[src/rtl/lsm_pkg.sv]
package lsm_pkg;

    typedef enum logic [2:0] {
        ST_IDLE,
        ST_CHECK,
        ST_REQ,
        ST_WAIT_ACK,
        ST_DONE
    } lsm_state_e;

    typedef enum logic [1:0] {
        XM_GATHER  = 2'd0,
        XM_SCATTER = 2'd1,
        XM_FILL    = 2'd2,
        XM_RSVD    = 2'd3
    } lsm_mode_e;

    function automatic logic mode_uses_run(input lsm_mode_e m);
        return (m == XM_GATHER) || (m == XM_SCATTER);
    endfunction

endpackage

[src/rtl/lsm_range_chk.sv]
module lsm_range_chk
    import lsm_pkg::*;
#(
    parameter int CNT_W  = 32,
    parameter int RIDX_W = 5,
    parameter int NREGS  = 32
) (
    input  lsm_mode_e          mode,
    input  logic [CNT_W-1:0]   count,
    input  logic [RIDX_W-1:0]  ridx,
    output logic               illegal,
    output logic               empty
);

    localparam int SUM_W = CNT_W + 1;

    logic [SUM_W-1:0] span;
    logic             run_over;

    // widened by one bit so a large count cannot wrap into a legal span
    assign span     = {1'b0, count} + SUM_W'(ridx);
    assign run_over = span > SUM_W'(NREGS);
    assign empty    = (count == '0);

    always_comb begin
        case (mode)
            XM_GATHER,
            XM_SCATTER: illegal = run_over;
            XM_FILL:    illegal = 1'b0;
            default:    illegal = 1'b1;
        endcase
    end

endmodule

[src/rtl/lsm_xfer_cnt.sv]
module lsm_xfer_cnt #(
    parameter int ADDR_W     = 32,
    parameter int CNT_W      = 32,
    parameter int RIDX_W     = 5,
    parameter int OFS_W      = 6,
    parameter int WORD_BYTES = 4
) (
    input  logic              clk,
    input  logic              rst,
    input  logic              load,
    input  logic              step,
    input  logic              adv_idx,
    input  logic [ADDR_W-1:0] base,
    input  logic [OFS_W-1:0]  ofs,
    input  logic [CNT_W-1:0]  count,
    input  logic [RIDX_W-1:0] ridx,
    output logic [ADDR_W-1:0] addr,
    output logic [RIDX_W-1:0] idx,
    output logic [CNT_W-1:0]  remain,
    output logic              last
);

    localparam int SCALE_SH = $clog2(WORD_BYTES);

    typedef struct packed {
        logic [ADDR_W-1:0] addr;
        logic [RIDX_W-1:0] idx;
        logic [CNT_W-1:0]  remain;
    } cnt_t;

    cnt_t cnt_d, cnt_q;

    always_comb begin
        cnt_d = cnt_q;
        if (load) begin
            cnt_d.addr   = base + (ADDR_W'(ofs) << SCALE_SH);
            cnt_d.idx    = ridx;
            cnt_d.remain = count;
        end else if (step) begin
            cnt_d.addr   = cnt_q.addr + ADDR_W'(WORD_BYTES);
            cnt_d.remain = cnt_q.remain - CNT_W'(1);
            if (adv_idx) begin
                cnt_d.idx = cnt_q.idx + RIDX_W'(1);
            end
        end
    end

    always_ff @(posedge clk) begin
        if (rst) begin
            cnt_q <= '0;
        end else begin
            cnt_q <= cnt_d;
        end
    end

    assign addr   = cnt_q.addr;
    assign idx    = cnt_q.idx;
    assign remain = cnt_q.remain;
    assign last   = (cnt_q.remain == CNT_W'(1));

    AST_STEP_HAS_WORK: assert property (@(posedge clk) disable iff (rst)
        step |-> (remain != '0));

endmodule

[src/rtl/lsm_seq.sv]
module lsm_seq
    import lsm_pkg::*;
#(
    parameter int ADDR_W     = 32,
    parameter int DATA_W     = 32,
    parameter int CNT_W      = 32,
    parameter int IMM_CNT_W  = 5,
    parameter int OFS_W      = 6,
    parameter int RIDX_W     = 5,
    parameter int WORD_BYTES = 4
) (
    input  logic                 clk,
    input  logic                 rst,
    input  logic                 start,
    input  logic [1:0]           mode,
    input  logic [ADDR_W-1:0]    base_addr,
    input  logic [OFS_W-1:0]     ofs_field,
    input  logic                 cnt_sel,
    input  logic [CNT_W-1:0]     cnt_reg,
    input  logic [IMM_CNT_W-1:0] cnt_imm,
    input  logic [RIDX_W-1:0]    reg_start,
    output logic                 mem_req,
    output logic                 mem_we,
    output logic [ADDR_W-1:0]    mem_addr,
    output logic [DATA_W-1:0]    mem_wdata,
    input  logic                 mem_ack,
    input  logic [DATA_W-1:0]    mem_rdata,
    output logic [RIDX_W-1:0]    rf_raddr,
    input  logic [DATA_W-1:0]    rf_rdata,
    output logic                 rf_we,
    output logic [RIDX_W-1:0]    rf_waddr,
    output logic [DATA_W-1:0]    rf_wdata,
    output logic                 busy,
    output logic                 done,
    output logic                 err
);

    localparam int NREGS = 1 << RIDX_W;

    typedef struct packed {
        lsm_state_e        state;
        lsm_mode_e         mode;
        logic              bad;
        logic [DATA_W-1:0] wdata;
    } ctl_t;

    ctl_t ctl_d, ctl_q;

    logic [CNT_W-1:0]  cnt_eff;
    logic [ADDR_W-1:0] cur_addr;
    logic [RIDX_W-1:0] cur_idx;
    logic [CNT_W-1:0]  remain;
    logic              last_word;
    logic              cap;
    logic              step;
    logic              adv_idx;
    logic              illegal;
    logic              empty;

    assign cnt_eff = cnt_sel ? CNT_W'(cnt_imm) : cnt_reg;
    assign adv_idx = (ctl_q.mode != XM_FILL);

    lsm_xfer_cnt #(
        .ADDR_W     (ADDR_W),
        .CNT_W      (CNT_W),
        .RIDX_W     (RIDX_W),
        .OFS_W      (OFS_W),
        .WORD_BYTES (WORD_BYTES)
    ) u_cnt (
        .clk     (clk),
        .rst     (rst),
        .load    (cap),
        .step    (step),
        .adv_idx (adv_idx),
        .base    (base_addr),
        .ofs     (ofs_field),
        .count   (cnt_eff),
        .ridx    (reg_start),
        .addr    (cur_addr),
        .idx     (cur_idx),
        .remain  (remain),
        .last    (last_word)
    );

    lsm_range_chk #(
        .CNT_W  (CNT_W),
        .RIDX_W (RIDX_W),
        .NREGS  (NREGS)
    ) u_chk (
        .mode    (ctl_q.mode),
        .count   (remain),
        .ridx    (cur_idx),
        .illegal (illegal),
        .empty   (empty)
    );

    always_comb begin
        ctl_d = ctl_q;
        cap   = 1'b0;
        step  = 1'b0;
        case (ctl_q.state)
            ST_IDLE: begin
                if (start) begin
                    cap         = 1'b1;
                    ctl_d.mode  = lsm_mode_e'(mode);
                    ctl_d.bad   = 1'b0;
                    ctl_d.state = ST_CHECK;
                end
            end
            ST_CHECK: begin
                if (illegal) begin
                    ctl_d.bad   = 1'b1;
                    ctl_d.state = ST_DONE;
                end else if (empty) begin
                    ctl_d.state = ST_DONE;
                end else begin
                    ctl_d.state = ST_REQ;
                end
            end
            ST_REQ: begin
                // register the outgoing word so it stays fixed until acknowledge
                ctl_d.wdata = rf_rdata;
                ctl_d.state = ST_WAIT_ACK;
            end
            ST_WAIT_ACK: begin
                if (mem_ack) begin
                    step        = 1'b1;
                    ctl_d.state = last_word ? ST_DONE : ST_REQ;
                end
            end
            ST_DONE: begin
                ctl_d.bad   = 1'b0;
                ctl_d.state = ST_IDLE;
            end
            default: begin
                ctl_d.state = ST_IDLE;
            end
        endcase
    end

    always_ff @(posedge clk) begin
        if (rst) begin
            ctl_q <= '{state: ST_IDLE, mode: XM_GATHER, bad: 1'b0, wdata: '0};
        end else begin
            ctl_q <= ctl_d;
        end
    end

    assign mem_req   = (ctl_q.state == ST_WAIT_ACK);
    assign mem_we    = mem_req && (ctl_q.mode != XM_GATHER);
    assign mem_addr  = cur_addr;
    assign mem_wdata = ctl_q.wdata;
    assign rf_raddr  = cur_idx;
    assign rf_we     = mem_req && mem_ack && (ctl_q.mode == XM_GATHER);
    assign rf_waddr  = cur_idx;
    assign rf_wdata  = mem_rdata;
    assign busy      = (ctl_q.state != ST_IDLE);
    assign done      = (ctl_q.state == ST_DONE) && !ctl_q.bad;
    assign err       = (ctl_q.state == ST_DONE) && ctl_q.bad;

    AST_HOLD_UNTIL_ACK: assert property (@(posedge clk) disable iff (rst)
        (mem_req && !mem_ack) |=> (mem_req && $stable(mem_addr) && $stable(mem_wdata) && $stable(mem_we)));

    AST_REJECT_SILENT: assert property (@(posedge clk) disable iff (rst)
        ((ctl_q.state == ST_CHECK) && illegal) |=> (err && !mem_req && !rf_we));

    AST_EMPTY_FINISH: assert property (@(posedge clk) disable iff (rst)
        ((ctl_q.state == ST_CHECK) && empty && !illegal) |=> (done && !mem_req));

    AST_WE_ON_READ_ACK: assert property (@(posedge clk) disable iff (rst)
        rf_we |-> (mem_req && mem_ack && !mem_we));

    AST_END_PULSE: assert property (@(posedge clk) disable iff (rst)
        (done || err) |=> (!done && !err && !busy));

    AST_END_EXCL: assert property (@(posedge clk) disable iff (rst)
        !(done && err));

    AST_IDLE_QUIET: assert property (@(posedge clk) disable iff (rst)
        !busy |-> (!mem_req && !rf_we));

endmodule

[config.mk]
export PLATFORM = sky130hd
export DESIGN_NAME = lsm_seq
export DESIGN_NICKNAME = d
export VERILOG_FILES = /design/src/rtl/lsm_pkg.sv /design/src/rtl/lsm_range_chk.sv /design/src/rtl/lsm_xfer_cnt.sv /design/src/rtl/lsm_seq.sv
export SDC_FILE = /design/constraint.sdc
export NUM_CORES = 1
export LEC_CHECK = 0
export CAP_MARGIN = 40
export CORE_AREA = 2 2 152 110
export CTS_CLUSTER_SIZE = 30
export DETAILED_ROUTE_END_ITERATION = 10
export DIE_AREA = 0 0 154 112
export DONT_BUFFER_PORTS = 1
export MAX_ROUTING_LAYER = met4
export PLACE_DENSITY = 0.64
export SKIP_LAST_GASP = 1
export SYNTH_ARGS = -nofsm -noshare
export SYNTH_HDL_FRONTEND = slang
export SYNTH_HIERARCHICAL = 1
export SYNTH_SLANG_ARGS = --single-unit
export TNS_END_PERCENT = 20
[constraint.sdc]
create_clock -name clk -period 2.8 [get_ports clk]
set_clock_uncertainty 0.15 [all_clocks]
set_input_delay 0.28 -clock clk [delete_from_list [all_inputs] [get_ports clk]]
set_output_delay 0.28 -clock clk [all_outputs]
set_load 0.05 [all_outputs]
After elaboration in Yosys (flattened, before gate mapping)
Cells that the tools add are included.
{"block": "op_classes", "n_bitwise": 0, "addsub": 5, "n_eq_ne": 11, "reduce_logical": 19, "div_mod_pow": 0, "n_mux": 17, "n_mul": 0, "n_lt_le_gt_ge": 1, "n_shift": 0}
{"operator": "two-way mux 69 bit", "n": 2}
{"operator": "adder 32 x 5 -> 33 bit", "n": 1}
{"operator": "greater-than comparator 33 x 6 -> 1 bit (second input constant)", "n": 1}
{"operator": "adder 32 x 3 -> 32 bit (second input constant)", "n": 1}
{"operator": "adder 32 x 8 -> 32 bit", "n": 1}
{"operator": "equality test 32 x 1 -> 1 bit (second input constant)", "n": 1}
{"operator": "zero test 32 bit", "n": 1}
{"operator": "two-way mux 32 bit", "n": 1}
{"operator": "subtractor 32 x 1 -> 32 bit (second input constant)", "n": 1}
{"operator": "two-way mux 3 bit", "n": 4}
{"operator": "case mux 3 bit (4 select lines)", "n": 1}
{"operator": "equality test 3 x 2 -> 1 bit (second input constant)", "n": 2}
{"operator": "two-way mux 6 bit", "n": 1}
{"operator": "!= test 2 bit (second input constant)", "n": 3}
{"operator": "AND reduction 2 bit", "n": 3}
{"operator": "nonzero test 2 bit", "n": 3}
{"operator": "nonzero test 3 bit", "n": 2}
{"operator": "adder 5 x 1 -> 5 bit (second input constant)", "n": 1}
{"operator": "logical AND 1 bit", "n": 5}
{"operator": "two-way mux 1 bit", "n": 5}
{"operator": "two-way mux 5 bit", "n": 1}
{"operator": "equality test 3 x 1 -> 1 bit (second input constant)", "n": 1}
{"operator": "equality test 3 bit (second input constant)", "n": 1}
{"operator": "zero test 3 bit", "n": 1}
{"operator": "9 further kinds", "n": 9}
{"block": "word_totals", "latchBits": 0, "ramBits": 0, "romBits": 0, "ff_bits": 107, "n_memories": 0, "wordCells": 60}

Longest topological paths before layout
{"block": "logic_depth", "word_depth": 5, "ltp_mapped": 13, "depth_no_buf": 12}

Cells and area by module
The synthesis kept the hierarchy.
{"module": "lsm_xfer_cnt", "seq_area_each_um2": 1381.3, "instances": 1, "cells_per_inst": 557, "area_per_inst_um2": 4486.8}
{"module": "lsm_seq", "seq_area_each_um2": 760.7, "instances": 1, "cells_per_inst": 249, "area_per_inst_um2": 2273.4}
{"module": "lsm_range_chk", "seq_area_each_um2": 0.0, "instances": 1, "cells_per_inst": 142, "area_per_inst_um2": 980.9}

Worst setup path before layout
OpenSTA, ideal clock, no wires.
{"block": "synth_timing", "path_type": "flip-flop to flip-flop", "from": "reg u_cnt.cnt_q, in the netlist u_cnt/idx[0]", "to": "reg ctl_q[36] (netlist bit)", "arrival_ns": 2.996, "path_buffers": 1, "path_slack_ns": -0.421, "stages_incl_launch_ff": 14, "period_less_slack_ns": 3.221, "path_cell_list": "dfxtp_1 ha_1 fa_1 a21oi_1 o22ai_1 buf_2 nand3_1 a2111oi_0 o2111ai_1 nor3_2 a41oi_1 nor3_1 a22oi_1 o22ai_1"}
{"block": "synth_between", "elab_chain_len": 5}
{"item": "start, declared", "line_no": "lsm_xfer_cnt.sv:31", "text": "cnt_t cnt_d, cnt_q;"}
{"item": "start signal, assigned", "line_no": "lsm_xfer_cnt.sv:52", "text": "cnt_q <= cnt_d;"}
{"item": "adder 32 x 5 -> 33 bit", "line_no": "lsm_range_chk.sv:21", "text": "assign span = {1'b0, count} + SUM_W'(ridx);"}
{"item": "greater-than comparator 33 x 6 -> 1 bit", "line_no": "lsm_range_chk.sv:22", "text": "assign run_over = span > SUM_W'(NREGS);"}
{"item": "case mux 1 bit (2 select lines)", "line_no": "lsm_range_chk.sv:26", "text": "case (mode)"}
{"item": "net illegal", "line_no": "lsm_seq.sv:57", "text": "logic illegal;"}
{"item": "two-way mux 3 bit", "line_no": "lsm_seq.sv:111", "text": "if (illegal) begin"}
{"item": "case mux 3 bit (4 select lines)", "line_no": "lsm_seq.sv:101", "text": "case (ctl_q.state)"}
{"item": "end signal, assigned", "line_no": "lsm_seq.sv:143", "text": "ctl_q <= '{state: ST_IDLE, mode: XM_GATHER, bad: 1'b0, wdata: '0};"}
{"item": "end signal, assigned", "line_no": "lsm_seq.sv:145", "text": "ctl_q <= ctl_d;"}
{"item": "end, declared", "line_no": "lsm_seq.sv:47", "text": "ctl_t ctl_d, ctl_q;"}
The timed path passes the listed nets, and every way through them passes these cells.
A chain may end at the register's enable or synchronous reset.

Worst setup path after layout
{"block": "layout_timing", "from": "reg u_cnt.cnt_q, in the netlist u_cnt/remain[0]", "to": "reg ctl_q[36] (netlist bit)"}
The elaborated chain is that of the path after synthesis.

==> reports/summary.txt <==
Top cell type's share of synthesized area = 27.67%
Final wirelength = 22920 µm
Buffer count from post-CTS setup fixing = 0
Leak = 3.541 nW
Chip Height = 112 µm
TritonCTS clock tree = built
Nets = 1176
Worst reg2reg path depth = 13
Post-Synthesis Cell Area = 7741 µm²
Top-count cell post-synth = dfxtp_1
Pwr per Cell Area = 474.5 nW/µm²
Root Buffer = clkbuf_16
Crit Reg-Reg Endpoint = ctl_q[36]
Setup violations, final = 3
Syn nets = 1116
Number of synthesized flops with an enable pin = 0
Cells after Synth = 948
Crit Path Max Fanout = 6
Fmax = 319.9 MHz
Reg-to-reg startpoint = u_cnt/remain[0]
RSZ-0062 raised after global routing = true
Failing checks = setup timing
WP data arrival = 3260 ps
Most area-consuming cells after synthesis = dfxtp_1, buf_4, xor2_1
Vias in the first global route = 6952
Status = finished, violations left
VDD IR max = 0.3745 mV
Fin cells = 1218
Fill count = 1484
Most common library cells after synthesis = dfxtp_1, nor2_1, buf_4
Period minus WS final = 3126 ps
Yosys reg bits = 107
Pre-CTS WS = -366.5 ps
WP data required = 2930 ps
GRT overflow = 0
Most used DFF post-synth = dfxtp_1
H-tree depth = 3
Final core utilization = 56.74%
Via density = 5.922
Post-Place Cells = 1151
Core Area = 15860 µm²
Avg WL per Cell = 18.82 µm
Residual DRC count = 0
Port Buf Inserts = 0
Drt first pass iters = 5
GRT Util Overall = 27.38%
Share of cells above drive strength 1 = 17.39%
Sink Count = 107
I/O pins = 263
Critical path class = flip-flop to flip-flop
First-pass GRT wire length = 36720 µm
Final GP Congestion = 0.9694
Largest net degree at the start of global routing = 55
Clock Tree Buf Depth = 2
Ys async rst share = 0%
Fin. Hold Viols = 0
Worst Slack Setup Final = -325.9 ps
Initial antenna violation count = 1
Core Rows = 39
Drt first-iter violations = 460
Die Wd = 154 µm
Worst slew margin = 36.51%
Library cells used by synthesis = 81
Area growth, synth to finish = 16.24%
Antenna Nets Post-Route = 0
Clk_lat worst skew = 350 ps
Final hold slack = 25.92 ps
Seq/Total Area, Yosys = 27.67%
Final max-slew violation count = 0
Cell taking the most area after synthesis = dfxtp_1
YS warnings = 6
Setup TNS = -797.8 ps
Worst slew pin tran = 949.2 ps
Worst-path clk slew = 70 ps
WHS Endpoint = u_cnt/remain[29]
Avg Cell Area, Syn = 8.166 µm²
Die area = 17250 µm²
Crit path launch type = flip-flop
Via count = 7213
Starting density of the core = 48.81%
Hold Path Depth = 3
Endpoint class of the critical path = flip-flop
Worst Min Path Start = cnt_reg[29]
Cts bufs inserted = 9
Reg2reg setup slack = -330 ps
Period utilization = 111.6%
HPWL Detailed = 16380 µm
Max Cap Violations = 0
Hold WC Path Type = input pin to flip-flop
report_power, final:
part / leakage [nW] / switching (mW) / internal, mW
Sequential: 0.878 / 0.130 / 1.62
Combinational: 2.51 / 0.732 / 0.468
Clock: 0.150 / 0.580 / 0.743
Total: 3.54 / 1.44 / 2.83
kinds of logic (layout without fill, tap and decap cells):
logic type	count (synthesis)	after routing	share of synthesized area [%]
buffers and inverters	135	199	10.64
flip-flops	107	107	27.67
XOR/XNOR	76	76	8.599
adder cells (fa/ha/maj)	17	17	2.942
other	0	1	0
AO/OA/AOI/OAI	150	150	13.80
AND/OR/NAND/NOR	410	410	29.30
multiplexers	53	53	7.047
worst max path at each step:
stage | from | to | slack [ps] | cells past startpoint
6_report | u_cnt/remain[0] | ctl_q[36] | -330 | 13
5_1_grt | u_cnt/remain[0] | ctl_q[36] | -500 | 13
4_1_cts | u_cnt/remain[0] | ctl_q[36] | -320 | 13
3_5_place_dp | u_cnt/remain[0] | ctl_q[36] | -370 | 13
3_3_place_gp | u_cnt/idx[0] | ctl_q[36] | -340 | 13
2_1_floorplan | u_cnt/idx[0] | ctl_q[36] | -60 | 12
placed cells by master (no fill, tap or decap), types with 4 or more instances in the layout:
| cell type | instances |
|---|---|
| a2111oi_0 | 6 |
| a211oi_1 | 32 |
| a21oi_1 | 23 |
| a311oi_1 | 4 |
| a31oi_1 | 4 |
| and2_1 | 9 |
| and3_1 | 17 |
| and4_1 | 8 |
| buf_4 | 115 |
| clkbuf_16 | 9 |
| dfxtp_1 | 102 |
| dlygate4sd3_1 | 50 |
| ha_1 | 14 |
| inv_1 | 17 |
| mux2_2 | 8 |
| mux2i_1 | 44 |
| nand2_1 | 48 |
| nand3_1 | 42 |
| nand3b_1 | 4 |
| nand4_1 | 43 |
| nor2_1 | 105 |
| nor2b_1 | 33 |
| nor3_1 | 28 |
| nor3b_1 | 12 |
| nor4_1 | 15 |
| o2111ai_1 | 5 |
| o21a_1 | 7 |
| o21ai_0 | 23 |
| o22ai_1 | 7 |
| or3_1 | 6 |
| or4_1 | 6 |
| xnor2_1 | 15 |
| xor2_1 | 61 |
cell type report:
cell class | count | area [µm²] | area share (%)
diodes | 1 | 2.502 | 0.02781
repair buffers | 166 | 1391 | 15.46
clock buffers | 12 | 256.5 | 2.850
inverters | 18 | 67.56 | 0.7508
clock inverters | 3 | 45.04 | 0.5006
multi-input cells | 706 | 4826 | 53.63
flip-flops and latches | 107 | 2153 | 23.93
well taps | 205 | 256.5 | 2.850
registers in the layout, indices dropped and copies added (netlist names):
register and cells:
u_cnt/remain 32, u_cnt/idx 5, mem_wdata 32, u_cnt/addr 32, ctl_q 6
worst max-delay path, stage by stage (launching register included):
cell and delay [ps]:
dfxtp_1 340, ha_4 170, fa_2 360, a21oi_2 150, o22ai_2 120, buf_4 170, a311o_1 340, and3_1 160
a2111o_1 300, nor3_2 140, a41oi_2 160, nor3_2 230, a22oi_1 90, o22ai_1 160
per-layer routing:
| layer | vias to the layer above | wire (µm) | GRT usage [%] |
|---|---|---|---|
| li1 | 3492 | - | - |
| met1 | 3426 | 10480 | 36.44 |
| met2 | 258 | 10090 | 40.27 |
| met3 | 37 | 1748 | 6.656 |
| met4 | 0 | 604 | 10.16 |
| met5 | - | 0 | - |
per-stage QoR:
stage / cell area [µm²] / power (mW)
5_1_grt: 8999 / 4.483
4_1_cts: 8996 / 4.304
2_1_floorplan: 7789 / 2.714
3_3_place_gp: 8160 / 2.902
6_report: 8999 / 4.270
3_5_place_dp: 8160 / 2.910
repair_timing:
action	in CTS	in global routing
resized for setup	1	0
endpoints found under the setup margin	3	4
endpoints found under the hold margin	99	0
pin swaps	2	0
hold buffers	51	0
No activity file was read; power rests on OpenSTA's default activity.
